File: src/rtl/irq_agg_pkg.sv
package irq_agg_pkg;
    localparam int REG_W         = 32;
    localparam int N_CAUSE       = 3;
    localparam int CAUSE_LSB     = 21;
    localparam int GLOBAL_EN_BIT = 31;
    localparam int OFS_STATUS    = 'h110;
    localparam int OFS_ENABLE    = 'h114;
    localparam int OFS_TRD       = 'h120;

    // cause index 0 -> bit 21 (dma request), 1 -> bit 22 (dma error), 2 -> bit 23 (cmd done)
    typedef enum logic [1:0] {
        SEL_NONE,
        SEL_STATUS,
        SEL_ENABLE,
        SEL_TRD
    } reg_sel_e;
endpackage

File: src/rtl/irq_w1c_bank.sv
module irq_w1c_bank #(
    parameter int W = 3
) (
    input  logic         clk,
    input  logic         rst_n,
    input  logic [W-1:0] set_i,
    input  logic         clr_en_i,
    input  logic [W-1:0] clr_mask_i,
    output logic [W-1:0] pend_o
);
    typedef struct packed {
        logic [W-1:0] pend;
    } bank_t;

    bank_t        st_d, st_q;
    logic [W-1:0] nxt_bit;

    for (genvar i = 0; i < W; i++) begin : g_bit
        // a set pulse takes priority over a clearing write
        assign nxt_bit[i] = set_i[i] | (st_q.pend[i] & ~(clr_en_i & clr_mask_i[i]));
    end

    always_comb begin
        st_d      = st_q;
        st_d.pend = nxt_bit;
    end

    always_ff @(posedge clk or negedge rst_n) begin
        if (!rst_n) st_q <= '0;
        else        st_q <= st_d;
    end

    assign pend_o = st_q.pend;
endmodule

File: src/rtl/irq_enable_reg.sv
module irq_enable_reg #(
    parameter int N = 3
) (
    input  logic         clk,
    input  logic         rst_n,
    input  logic         we_i,
    input  logic         glob_wdata_i,
    input  logic [N-1:0] cause_wdata_i,
    output logic         glob_en_o,
    output logic [N-1:0] cause_en_o
);
    typedef struct packed {
        logic         glob;
        logic [N-1:0] cause;
    } en_t;

    en_t en_d, en_q;

    always_comb begin
        en_d = en_q;
        if (we_i) begin
            en_d.glob  = glob_wdata_i;
            en_d.cause = cause_wdata_i;
        end
    end

    always_ff @(posedge clk or negedge rst_n) begin
        if (!rst_n) en_q <= '0;
        else        en_q <= en_d;
    end

    assign glob_en_o  = en_q.glob;
    assign cause_en_o = en_q.cause;
endmodule

File: src/rtl/irq_reg_decode.sv
module irq_reg_decode
    import irq_agg_pkg::*;
#(
    parameter int ADDR_W = 12
) (
    input  logic [ADDR_W-1:0] addr_i,
    input  logic              we_i,
    input  logic [REG_W-1:0]  status_img_i,
    input  logic [REG_W-1:0]  enable_img_i,
    input  logic [REG_W-1:0]  trd_img_i,
    output logic              wr_status_o,
    output logic              wr_enable_o,
    output logic              wr_trd_o,
    output logic [REG_W-1:0]  rdata_o
);
    reg_sel_e sel;

    always_comb begin
        sel = SEL_NONE;
        if      (addr_i == ADDR_W'(OFS_STATUS)) sel = SEL_STATUS;
        else if (addr_i == ADDR_W'(OFS_ENABLE)) sel = SEL_ENABLE;
        else if (addr_i == ADDR_W'(OFS_TRD))    sel = SEL_TRD;
    end

    assign wr_status_o = we_i && (sel == SEL_STATUS);
    assign wr_enable_o = we_i && (sel == SEL_ENABLE);
    assign wr_trd_o    = we_i && (sel == SEL_TRD);

    always_comb begin
        unique case (sel)
            SEL_STATUS: rdata_o = status_img_i;
            SEL_ENABLE: rdata_o = enable_img_i;
            SEL_TRD:    rdata_o = trd_img_i;
            default:    rdata_o = '0;
        endcase
    end
endmodule

File: src/rtl/irq_agg_top.sv
module irq_agg_top
    import irq_agg_pkg::*;
#(
    parameter int ADDR_W = 12,
    parameter int TRD_W  = 8
) (
    input  logic              clk,
    input  logic              rst_n,
    input  logic [ADDR_W-1:0] bus_addr,
    input  logic              bus_we,
    input  logic [31:0]       bus_wdata,
    output logic [31:0]       bus_rdata,
    input  logic              ev_cmd_done,
    input  logic              ev_dma_err,
    input  logic              ev_dma_req,
    input  logic [TRD_W-1:0]  ev_trd_done,
    output logic              irq_o
);
    localparam int CAUSE_MSB = CAUSE_LSB + N_CAUSE - 1;

    logic [N_CAUSE-1:0] ev_cause;
    logic [N_CAUSE-1:0] cause_pend;
    logic [N_CAUSE-1:0] cause_en;
    logic [TRD_W-1:0]   trd_pend;
    logic               glob_en;
    logic               wr_status, wr_enable, wr_trd;
    logic [REG_W-1:0]   status_img, enable_img, trd_img;
    logic               unused_wdata_bits;

    assign ev_cause = {ev_cmd_done, ev_dma_err, ev_dma_req};

    irq_reg_decode #(.ADDR_W(ADDR_W)) dec_i (
        .addr_i       (bus_addr),
        .we_i         (bus_we),
        .status_img_i (status_img),
        .enable_img_i (enable_img),
        .trd_img_i    (trd_img),
        .wr_status_o  (wr_status),
        .wr_enable_o  (wr_enable),
        .wr_trd_o     (wr_trd),
        .rdata_o      (bus_rdata)
    );

    irq_w1c_bank #(.W(N_CAUSE)) cause_bank_i (
        .clk        (clk),
        .rst_n      (rst_n),
        .set_i      (ev_cause),
        .clr_en_i   (wr_status),
        .clr_mask_i (bus_wdata[CAUSE_MSB:CAUSE_LSB]),
        .pend_o     (cause_pend)
    );

    irq_w1c_bank #(.W(TRD_W)) trd_bank_i (
        .clk        (clk),
        .rst_n      (rst_n),
        .set_i      (ev_trd_done),
        .clr_en_i   (wr_trd),
        .clr_mask_i (bus_wdata[TRD_W-1:0]),
        .pend_o     (trd_pend)
    );

    irq_enable_reg #(.N(N_CAUSE)) en_i (
        .clk           (clk),
        .rst_n         (rst_n),
        .we_i          (wr_enable),
        .glob_wdata_i  (bus_wdata[GLOBAL_EN_BIT]),
        .cause_wdata_i (bus_wdata[CAUSE_MSB:CAUSE_LSB]),
        .glob_en_o     (glob_en),
        .cause_en_o    (cause_en)
    );

    always_comb begin
        status_img = '0;
        status_img[CAUSE_MSB:CAUSE_LSB] = cause_pend;
        enable_img = '0;
        enable_img[CAUSE_MSB:CAUSE_LSB] = cause_en;
        enable_img[GLOBAL_EN_BIT]       = glob_en;
        trd_img = '0;
        trd_img[TRD_W-1:0] = trd_pend;
    end

    assign irq_o = (glob_en && |(cause_pend & cause_en)) || (|trd_pend);

    assign unused_wdata_bits = ^bus_wdata;
endmodule

File: config.mk
export PLATFORM = sky130hd
export DESIGN_NAME = irq_agg_top
export DESIGN_NICKNAME = d
export VERILOG_FILES = /design/src/rtl/irq_agg_pkg.sv /design/src/rtl/irq_w1c_bank.sv /design/src/rtl/irq_enable_reg.sv /design/src/rtl/irq_reg_decode.sv /design/src/rtl/irq_agg_top.sv
export SDC_FILE = /design/constraint.sdc
export NUM_CORES = 1
export LEC_CHECK = 0
export CAP_MARGIN = 20
export CORE_UTILIZATION = 31
export DETAILED_ROUTE_END_ITERATION = 8
export PLACE_DENSITY = 0.82
export SKIP_CTS_REPAIR_TIMING = 1
export SLEW_MARGIN = 10
export SYNTH_ARGS = -nofsm -noshare
export SYNTH_HDL_FRONTEND = slang
export SYNTH_SLANG_ARGS = --single-unit
File: constraint.sdc
create_clock -name clk -period 2.4 [get_ports clk]
set_input_delay 0.48 -clock clk [delete_from_list [all_inputs] [get_ports clk]]
set_output_delay 0.48 -clock clk [all_outputs]
set_load 0.01 [all_outputs]
* Yosys cells after proc, flatten, opt, wreduce, memory -nomap -nowiden
Index checks and enable logic that the tools add are counted.
** Word-level totals
- Output and inout bits :: 33
- Flip-flop bits (word level) :: 15
** Operators by class
- Equality and inequality tests :: 6
- Reduce and logical (&&, ||, !) cells :: 7
- Multiplexer cells :: 4
- Bitwise operators :: 45
** Operators with widths (number)
- case mux 32 bit (3 select lines) :: 1
- equality test 12 x 9 -> 1 bit, second input constant :: 3
- AND 1 bit :: 22
- NOT 1 bit :: 11
- bitwise OR 1 bit :: 11
- OR reduction 8 bit :: 1
- two-way mux 2 bit :: 3
- equality test 2 bit, second input constant :: 2
- logical AND 1 bit :: 4
- AND 3 bit :: 1
- OR reduction 3 bit :: 1
- equality test 2 x 1 -> 1 bit, second input constant :: 1
- logical OR 1 bit :: 1

* Logic depth before layout (Yosys ltp)
Gate-level depths: netlist of the first run.
- Depth after elaboration :: 10
- Depth in mapped cells :: 4
- Depth with buffers taken out :: 3

* Hierarchy
Synthesis of the first run repeated with hierarchy kept, for this count alone.
** Second synthesis, totals
- Cell total of the unflattened synthesis :: 178
- Area, all modules :: 1506.4 um2
** By module, submodules not included
- irq_reg_decode :: cells each 130, instances 1, area an instance 917.1 um2, seq. area each 0.0 um2
- irq_w1c_bank at trd_bank_i :: cells each 25, instances 1, area an instance 297.8 um2, seq. area each 200.2 um2
- irq_enable_reg :: cells each 8, instances 1, area an instance 145.1 um2, seq. area each 100.1 um2
- irq_w1c_bank at cause_bank_i :: cells each 9, instances 1, area an instance 108.9 um2, seq. area each 75.1 um2
- irq_agg_top :: cells each 6, instances 1, area an instance 37.5 um2, seq. area each 0.0 um2

* Least setup slack after synthesis of the first run
OpenSTA, ideal clock, no wires.
- Path kind :: input-to-output
- From :: input port bus_addr[7]
- To :: output port bus_rdata[21]
- Buffers on the path :: 0
- Slack :: 0.105 ns
- Data required time :: 1.920 ns
- Arrival :: 1.815 ns
- Stages :: 3
- Cell sequence :: or4_4 -> or4_4 -> nor2_1
** On the way
- Word-level cells in the longest chain between the ends :: 6
** RTL lines
- start, declared :: line irq_agg_top.sv:9 : input logic [ADDR_W-1:0] bus_addr,
- equality test 12 x 9 -> 1 bit :: line irq_reg_decode.sv:22 : else if (addr_i == ADDR_W'(OFS_TRD)) sel = SEL_TRD;
- two-way mux 2 bit :: line irq_reg_decode.sv:22
- two-way mux 2 bit :: line irq_reg_decode.sv:21 : else if (addr_i == ADDR_W'(OFS_ENABLE)) sel = SEL_ENABLE;
- two-way mux 2 bit (*) :: line irq_reg_decode.sv:20 : if (addr_i == ADDR_W'(OFS_STATUS)) sel = SEL_STATUS;
- equality test 2 bit or equality test 2 x 1 -> 1 bit (tied branches) :: line irq_reg_decode.sv:30 : unique case (sel)
- case mux 32 bit (3 select lines) (*) :: line irq_reg_decode.sv:30
- end, declared :: line irq_agg_top.sv:12 : output logic [31:0] bus_rdata,
Mark *: on every way between the ends. The rest lies on a longest branch, timed or not.

* Final worst setup path of the first run
- From :: input port bus_addr[6]
- To :: output port bus_rdata[22]
Same word-level chain as after synthesis.

==> flow_metrics.py, run 1 <==
metrics = {
    "status": {
        "status": "complete, no violations",
    },
    "floorplan": {
        "core-area_sq_mm": 0.00308,
        "initial_core_util": 0.329,
        "die_x_microns": 59.2,
        "ioPinCount": 91,
        "fp.dieH_microns": 59.2,
        "row_count": 20,
        "design.die.area_sq_mm": 0.00350,
    },
    "setup_path": {
        "crit_chain": "dlymetal6s2s_1 > or4_4 > or4_4 > nor2_2 > buf_2",
        "crit_family": "simple AND/OR/NAND/NOR gates",
        "worst-path-buf-inv": 2,
        "cp-end-kind": "output port",
        "cp_common_cell": "or4_4",
        "worstSetupPathType": "in2out",
        "cp_slowest_cell": "or4_4",
        "start_kind": "input port",
        "critical_path_peak_fanout": 4,
        "arrival_ns": 1.89,
        "cp.required_ns": 1.92,
        "cp_slowest_stage_delay_ns": 0.56,
    },
    "timing": {
        "worst_pin_slew_ns": 0.698,
        "hold_viol_final": 0,
        "slew_headroom": 0.533,
        "rsz0062_at_grt": "no",
        "skew_ns": 0,
        "period_share": 0.988,
        "max_freq_ghz": 0.422,
        "layout_min_cycle_time_ns": 2.37,
        "drv_slew": 0,
        "setup_violations": 0,
    },
    "synthesis": {
        "synthFlopType": "dfrtp_1",
        "ys_ff_latch": 15,
        "yosysMostFrequentCell": "buf_4",
        "syn_avg_cell_area_sq_um": 9.38,
        "postSynth.asyncResetShare": 1.00,
        "syn-instance-count": 108,
        "synth_top_cell_by_area": "dfrtp_1",
        "yosys_warnings": 0,
        "synth.area.top_cells": "dfrtp_1 (37%), buf_4 (15%), a31oi_1 (6.8%)",
        "synth.top_cell.area_share": 0.370,
        "yosys-top-cells-count": "buf_4 (20), dfrtp_1 (15), nor2_1 (15)",
        "netlist_area_sq_mm": 0.00101,
        "yosysSeqAreaShare": 0.370,
        "synth_cell_types": 22,
        "synth_edf_count": 0,
    },
    "power": {
        "p_int_uw": 383,
        "clkPwrFrac": 0.277,
        "power_frac_comb": 0.228,
        "finalPower_uw": 511,
        "switching_power_uw": 128,
        "swShare": 0.251,
        "power_density_mw_per_mm2": 304,
        "pwr-share-seq": 0.495,
        "vdd_ir_drop_max_v": 0.000177,
        "leakagePower_uw": 0.000939,
    },
    "detailed_routing": {
        "first_iter_violations": 12,
        "drcViolationCount": 0,
        "via_per_inst": 4.37,
        "drtPass1Iterations": 4,
        "dr_total_vias": 958,
        "wl_met2_mm": 1.36,
        "antenna_left": 0,
        "met1_length_microns": 970,
        "wl_per_cell_microns": 11.4,
        "routed.top_layer": "met4",
        "met3_length_microns": 140,
        "routed_wl_mm": 2.50,
    },
    "cts": {
        "worstSkewPairLatency_ns": 0.27,
        "numCtsBuffers": 3,
        "cts_tree": "yes",
        "htreeDepth": 1,
        "cts_num_sinks": 15,
        "cts.clk_slew.worst_paths_ns": 0.08,
        "cts_max_path_buffers": 2,
        "root_buffer": "clkbuf_4",
    },
    "layout": {
        "num_antenna_cells": 0,
        "syn_to_final_growth_pct": 66.2,
        "drive_gt1_frac": 0.251,
        "final_util": 0.547,
        "fillers": 301,
        "layout.nets": 234,
    },
    "placement": {
        "dp_hpwl_mm": 1.92,
        "io_buffers": 50,
        "gp_congestion": 0.730,
    },
    "global_routing": {
        "antenna_found_initial": 0,
        "grt_max_degree": 16,
        "grt_pass1_wl_mm": 3.67,
        "grt_pass1_vias": 924,
        "overflow": 0,
        "grtUsageTotal": 0.140,
    },
    "hold_path": {
        "min_path_type": "reg2reg",
    },
    "flow_run": {
        "drv_cap": 0,
    },
}
[layout make-up]
class                           instances  area [sq um]  area share
Clock buffer                            3          22.5      0.0134
Clock inverter                          1          5.00     0.00297
Inverter                               12          45.0      0.0267
Multi-Input combinational cell         79           537       0.319
Sequential cell                        15           375       0.223
Tap cell                               44          55.1      0.0327
Timing Repair Buffer                   65           644       0.383
[power groups by stage]
stage / Sequential [uW] / Clock, uW / Combinational (uW)
6_report: 253 / 142 / 117
5_1_grt: 253 / 160 / 127
4_1_cts: 253 / 152 / 115
3_5_place_dp: 258 / 0 / 114
3_3_place_gp: 258 / 0 / 113
2_1_floorplan: 258 / 0 / 57.4
[metrics by stage]
step                setup TNS, ns  hold slack (ns)  instance area, sq um  cells  setup WS, ns
detailed placement          -8.87            0.531                  1580    212        -0.807
global route                    0            0.582                  1680    219        0.0101
floorplan                       0            0.184                  1080    127         0.105
global placement            -8.51            0.524                  1580    212        -0.753
CTS                         -8.40            0.552                  1600    216        -0.806
finish                          0            0.555                  1680    219        0.0290
[final timing paths]
| kind | startpoint | to | slack (ns) | cells past startpoint |
|---|---|---|---|---|
| min in group asynchronous | rst_n | trd_bank_i.pend_o[1]$_DFF_PN0_ | 0.61 | 1 |
| hold / removal | en_i.cause_en_o[1]$_DFFE_PN0P_ | en_i.cause_en_o[1]$_DFFE_PN0P_ | 0.56 | 1 |
| hold reg to reg | en_i.cause_en_o[1]$_DFFE_PN0P_ | en_i.cause_en_o[1]$_DFFE_PN0P_ | 0.56 | 1 |
| setup / recovery | bus_addr[6] | bus_rdata[22] | 0.03 | 5 |
| setup reg to reg | en_i.glob_en_o$_DFFE_PN0P_ | en_i.glob_en_o$_DFFE_PN0P_ | 1.62 | 1 |
| max in group asynchronous | rst_n | cause_bank_i.pend_o[1]$_DFF_PN0_ | 1.34 | 1 |
[placed cells by master, fill, tap and decap left out, drive strengths merged, types with 3 or more instances in the layout]
| cell type | Yosys | layout |
|---|---|---|
| nor2 | 15 | 15 |
| inv | 12 | 12 |
| nor4 | 6 | 6 |
| dfrtp | 15 | 15 |
| a31oi | 11 | 11 |
| clkbuf | 1 | 6 |
| and2 | 8 | 8 |
| mux2 | 4 | 4 |
| conb | 1 | 20 |
| buf | 20 | 19 |
| dlymetal6s2s | 0 | 17 |
| clkdlybuf4s50 | 0 | 26 |
| mux2i | 3 | 3 |
[sequential cells by signal, summed over array words and instances, names as in the netlist]
register / count
en_i.cause_en_o: 3
en_i.glob_en_o: 1
cause_bank_i.pend_o: 3
trd_bank_i.pend_o: 8
[cell families (layout without fill, tap and decap cells)]
kind of cell           count (synthesis)  in the layout  share of synthesized area
buffers and inverters                 33             81                      0.196
and+or+nand+nor                       39             39                      0.270
DFF                                   15             15                      0.370
AOI/OAI and AO/OA                     13             13                     0.0852
other                                  1             20                    0.00370
muxes                                  7              7                     0.0741
[per-layer routing]
metal	vias to the layer above	global-route usage
met1	448	0.153
met5	-	0
li1	464	-
met3	2	0.00873
met4	0	0.0714
met2	44	0.268
No activity file was read; power rests on OpenSTA's default activity.
==> run 2: changes to the inputs <==
CAP_MARGIN = unset   (was 20)
CORE_MARGIN = 1.5   (was unset)
clock period = 2.6 ns   (was 2.4 ns; I/O delays follow)
==> run 2 against run 1 <==
Net effect: critical endpoint is now bus_rdata[23]; die area increased by 3.4%; worst setup slack improved by 0.042 ns; count of clock-buffer cells in the layout increased by 1; clock power decreased by 6%.
==> flow_metrics.py, run 2 (synthesis results as in run 1) <==
metrics = {
    "layout": {
        "multi_input_area_sq_um": 544,
        "drive_gt1_frac": 0.303,
        "layout.nets": 234,
        "final_common_cell": "clkdlybuf4s50_1",
        "largest_reg_flops": 8,
        "final_util": 0.542,
        "num_antenna_cells": 0,
        "seq_area_sq_um": 375,
        "syn_to_final_growth_pct": 64.6,
        "final_cell_mix": "clkdlybuf4s50_1 (31), conb_1 (20), dfrtp_1 (15)",
        "final_cells": 219,
        "fillers": 289,
    },
    "timing": {
        "skew_ns": 0,
        "hold_viol_final": 0,
        "drv_slew": 0,
        "worst_pin_slew_ns": 0.694,
        "max_freq_ghz": 0.395,
        "slew_headroom": 0.536,
        "layout_min_cycle_time_ns": 2.53,
        "rsz0062_at_grt": "no",
        "period_share": 0.973,
        "setup_slack_ns": 0.0705,
        "setup_violations": 0,
        "tns_ns": 0,
    },
    "flow_run": {
        "drv_cap": 0,
    },
    "cts": {
        "cts_num_sinks": 15,
        "worstSkewPairLatency_ns": 0.28,
        "root_buffer": "clkbuf_4",
        "htreeDepth": 1,
        "cts_tree": "yes",
        "numCtsBuffers": 3,
        "cts.clk_slew.worst_paths_ns": 0.09,
        "cts_max_path_buffers": 2,
    },
    "setup_path": {
        "cp-endpoint": "bus_rdata[23]",
        "worstSetupPathType": "in2out",
        "cp_slowest_stage_delay_ns": 0.56,
        "r2r_cells": 1,
        "critical_path_peak_fanout": 4,
        "crit_chain": "clkdlybuf4s50_1 > buf_4 > nand2b_1 > or4_4 > nor2_2 > clkbuf_2",
        "cp.required_ns": 2.08,
        "start_kind": "input port",
        "cp.depth": 6,
        "r2r_slack_ns": 1.83,
        "worst-path-buf-inv": 3,
        "arrival_ns": 2.01,
        "crit_path_start": "bus_addr[5]",
        "r2r_start": "en_i.glob_en_o$_DFFE_PN0P_",
        "cp_slowest_cell": "or4_4",
        "r2r_end": "en_i.glob_en_o$_DFFE_PN0P_",
        "crit_family": "simple AND/OR/NAND/NOR gates",
        "cp-end-kind": "output port",
    },
    "global_routing": {
        "grtUsageTotal": 0.139,
        "grt.busiest_layer": "met2",
        "overflow": 0,
        "grt.met3_usage": 0.0173,
        "antenna_found_initial": 0,
        "grt_pass1_vias": 925,
        "met1_usage": 0.157,
        "grt_max_degree": 16,
        "met2_usage": 0.248,
        "grt_pass1_wl_mm": 3.75,
    },
    "power": {
        "p_int_uw": 357,
        "switching_power_uw": 118,
        "finalPower_uw": 475,
        "vdd_ir_drop_max_v": 0.000156,
        "swShare": 0.248,
        "leakagePower_uw": 0.000800,
        "pwr-share-seq": 0.491,
        "clkPwrFrac": 0.281,
        "power_density_mw_per_mm2": 285,
        "power_frac_comb": 0.228,
    },
    "placement": {
        "pre_cts_ws_ns": -0.648,
        "io_buffers": 50,
        "dp_hpwl_mm": 1.99,
        "gp_congestion": 0.829,
        "dp_cells": 213,
    },
    "detailed_routing": {
        "drtPass1Iterations": 4,
        "first_iter_violations": 7,
        "via_per_inst": 4.31,
        "drcViolationCount": 0,
        "dr_total_vias": 944,
        "antenna_left": 0,
        "routed_wl_mm": 2.55,
        "wl_per_cell_microns": 11.6,
    },
    "floorplan": {
        "row_count": 20,
        "initial_core_util": 0.329,
        "ioPinCount": 91,
        "die_x_microns": 60.2,
        "core-area_sq_mm": 0.00308,
        "design.die.area_sq_mm": 0.00362,
        "fp.dieH_microns": 60.2,
    },
    "status": {
        "status": "complete, no violations",
    },
    "hold_path": {
        "min_path_type": "reg2reg",
    },
}
==> run 2: cell count changes in the layout (fill, tap and decap cells not counted), moves of 4 or more <==
cell             delta
and2_1              -5
dlymetal6s2s_1     -10
buf_6               +4
clkdlybuf4s50_1     +5
and2_4              +5
==> run 2: area by class of cell <==
| cell class | instances | area share |
|---|---|---|
| Timing Repair Buffer | 65 | 0.373 |
| Multi-Input combinational cell | 79 | 0.326 |
| Sequential cell | 15 | 0.225 |
| Tap cell | 44 | 0.0330 |
| Inverter | 12 | 0.0270 |
| Clock buffer | 4 | 0.0158 |
==> run 2: metal layers <==
metal / share of wire / vias up
met5: 0 / -
met4: 0.011 / 0
met3: 0.061 / 2
met2: 0.55 / 33
met1: 0.38 / 444
li1: - / 465
==> run 2: worst min-delay path by stage <==
stage                                    from  cells past startpoint                                to  slack (ns)
2_1_floorplan                           rst_n                      0  cause_bank_i.pend_o[0]$_DFF_PN0_        0.22
3_3_place_gp       en_i.glob_en_o$_DFFE_PN0P_                      1        en_i.glob_en_o$_DFFE_PN0P_        0.53
3_5_place_dp   en_i.cause_en_o[2]$_DFFE_PN0P_                      1    en_i.cause_en_o[2]$_DFFE_PN0P_        0.53
4_1_cts        en_i.cause_en_o[2]$_DFFE_PN0P_                      1    en_i.cause_en_o[2]$_DFFE_PN0P_        0.55
5_1_grt        en_i.cause_en_o[2]$_DFFE_PN0P_                      1    en_i.cause_en_o[2]$_DFFE_PN0P_        0.56
6_report       en_i.cause_en_o[0]$_DFFE_PN0P_                      1    en_i.cause_en_o[0]$_DFFE_PN0P_        0.55
==> run 2: stage by stage <==
step / hold slack (ns) / cell area (sq um)
5_1_grt: 0.563 / 1670
2_1_floorplan: 0.224 / 1080
3_5_place_dp: 0.529 / 1580
6_report: 0.552 / 1670
3_3_place_gp: 0.526 / 1580
4_1_cts: 0.552 / 1610
==> run 2: power groups by stage <==
stage	sequential (uW)	clock, uW	combinational, uW
5_1_grt	234	153	118
6_report	234	134	108
3_3_place_gp	238	0	105
2_1_floorplan	238	0	53.0
4_1_cts	234	142	107
3_5_place_dp	238	0	106
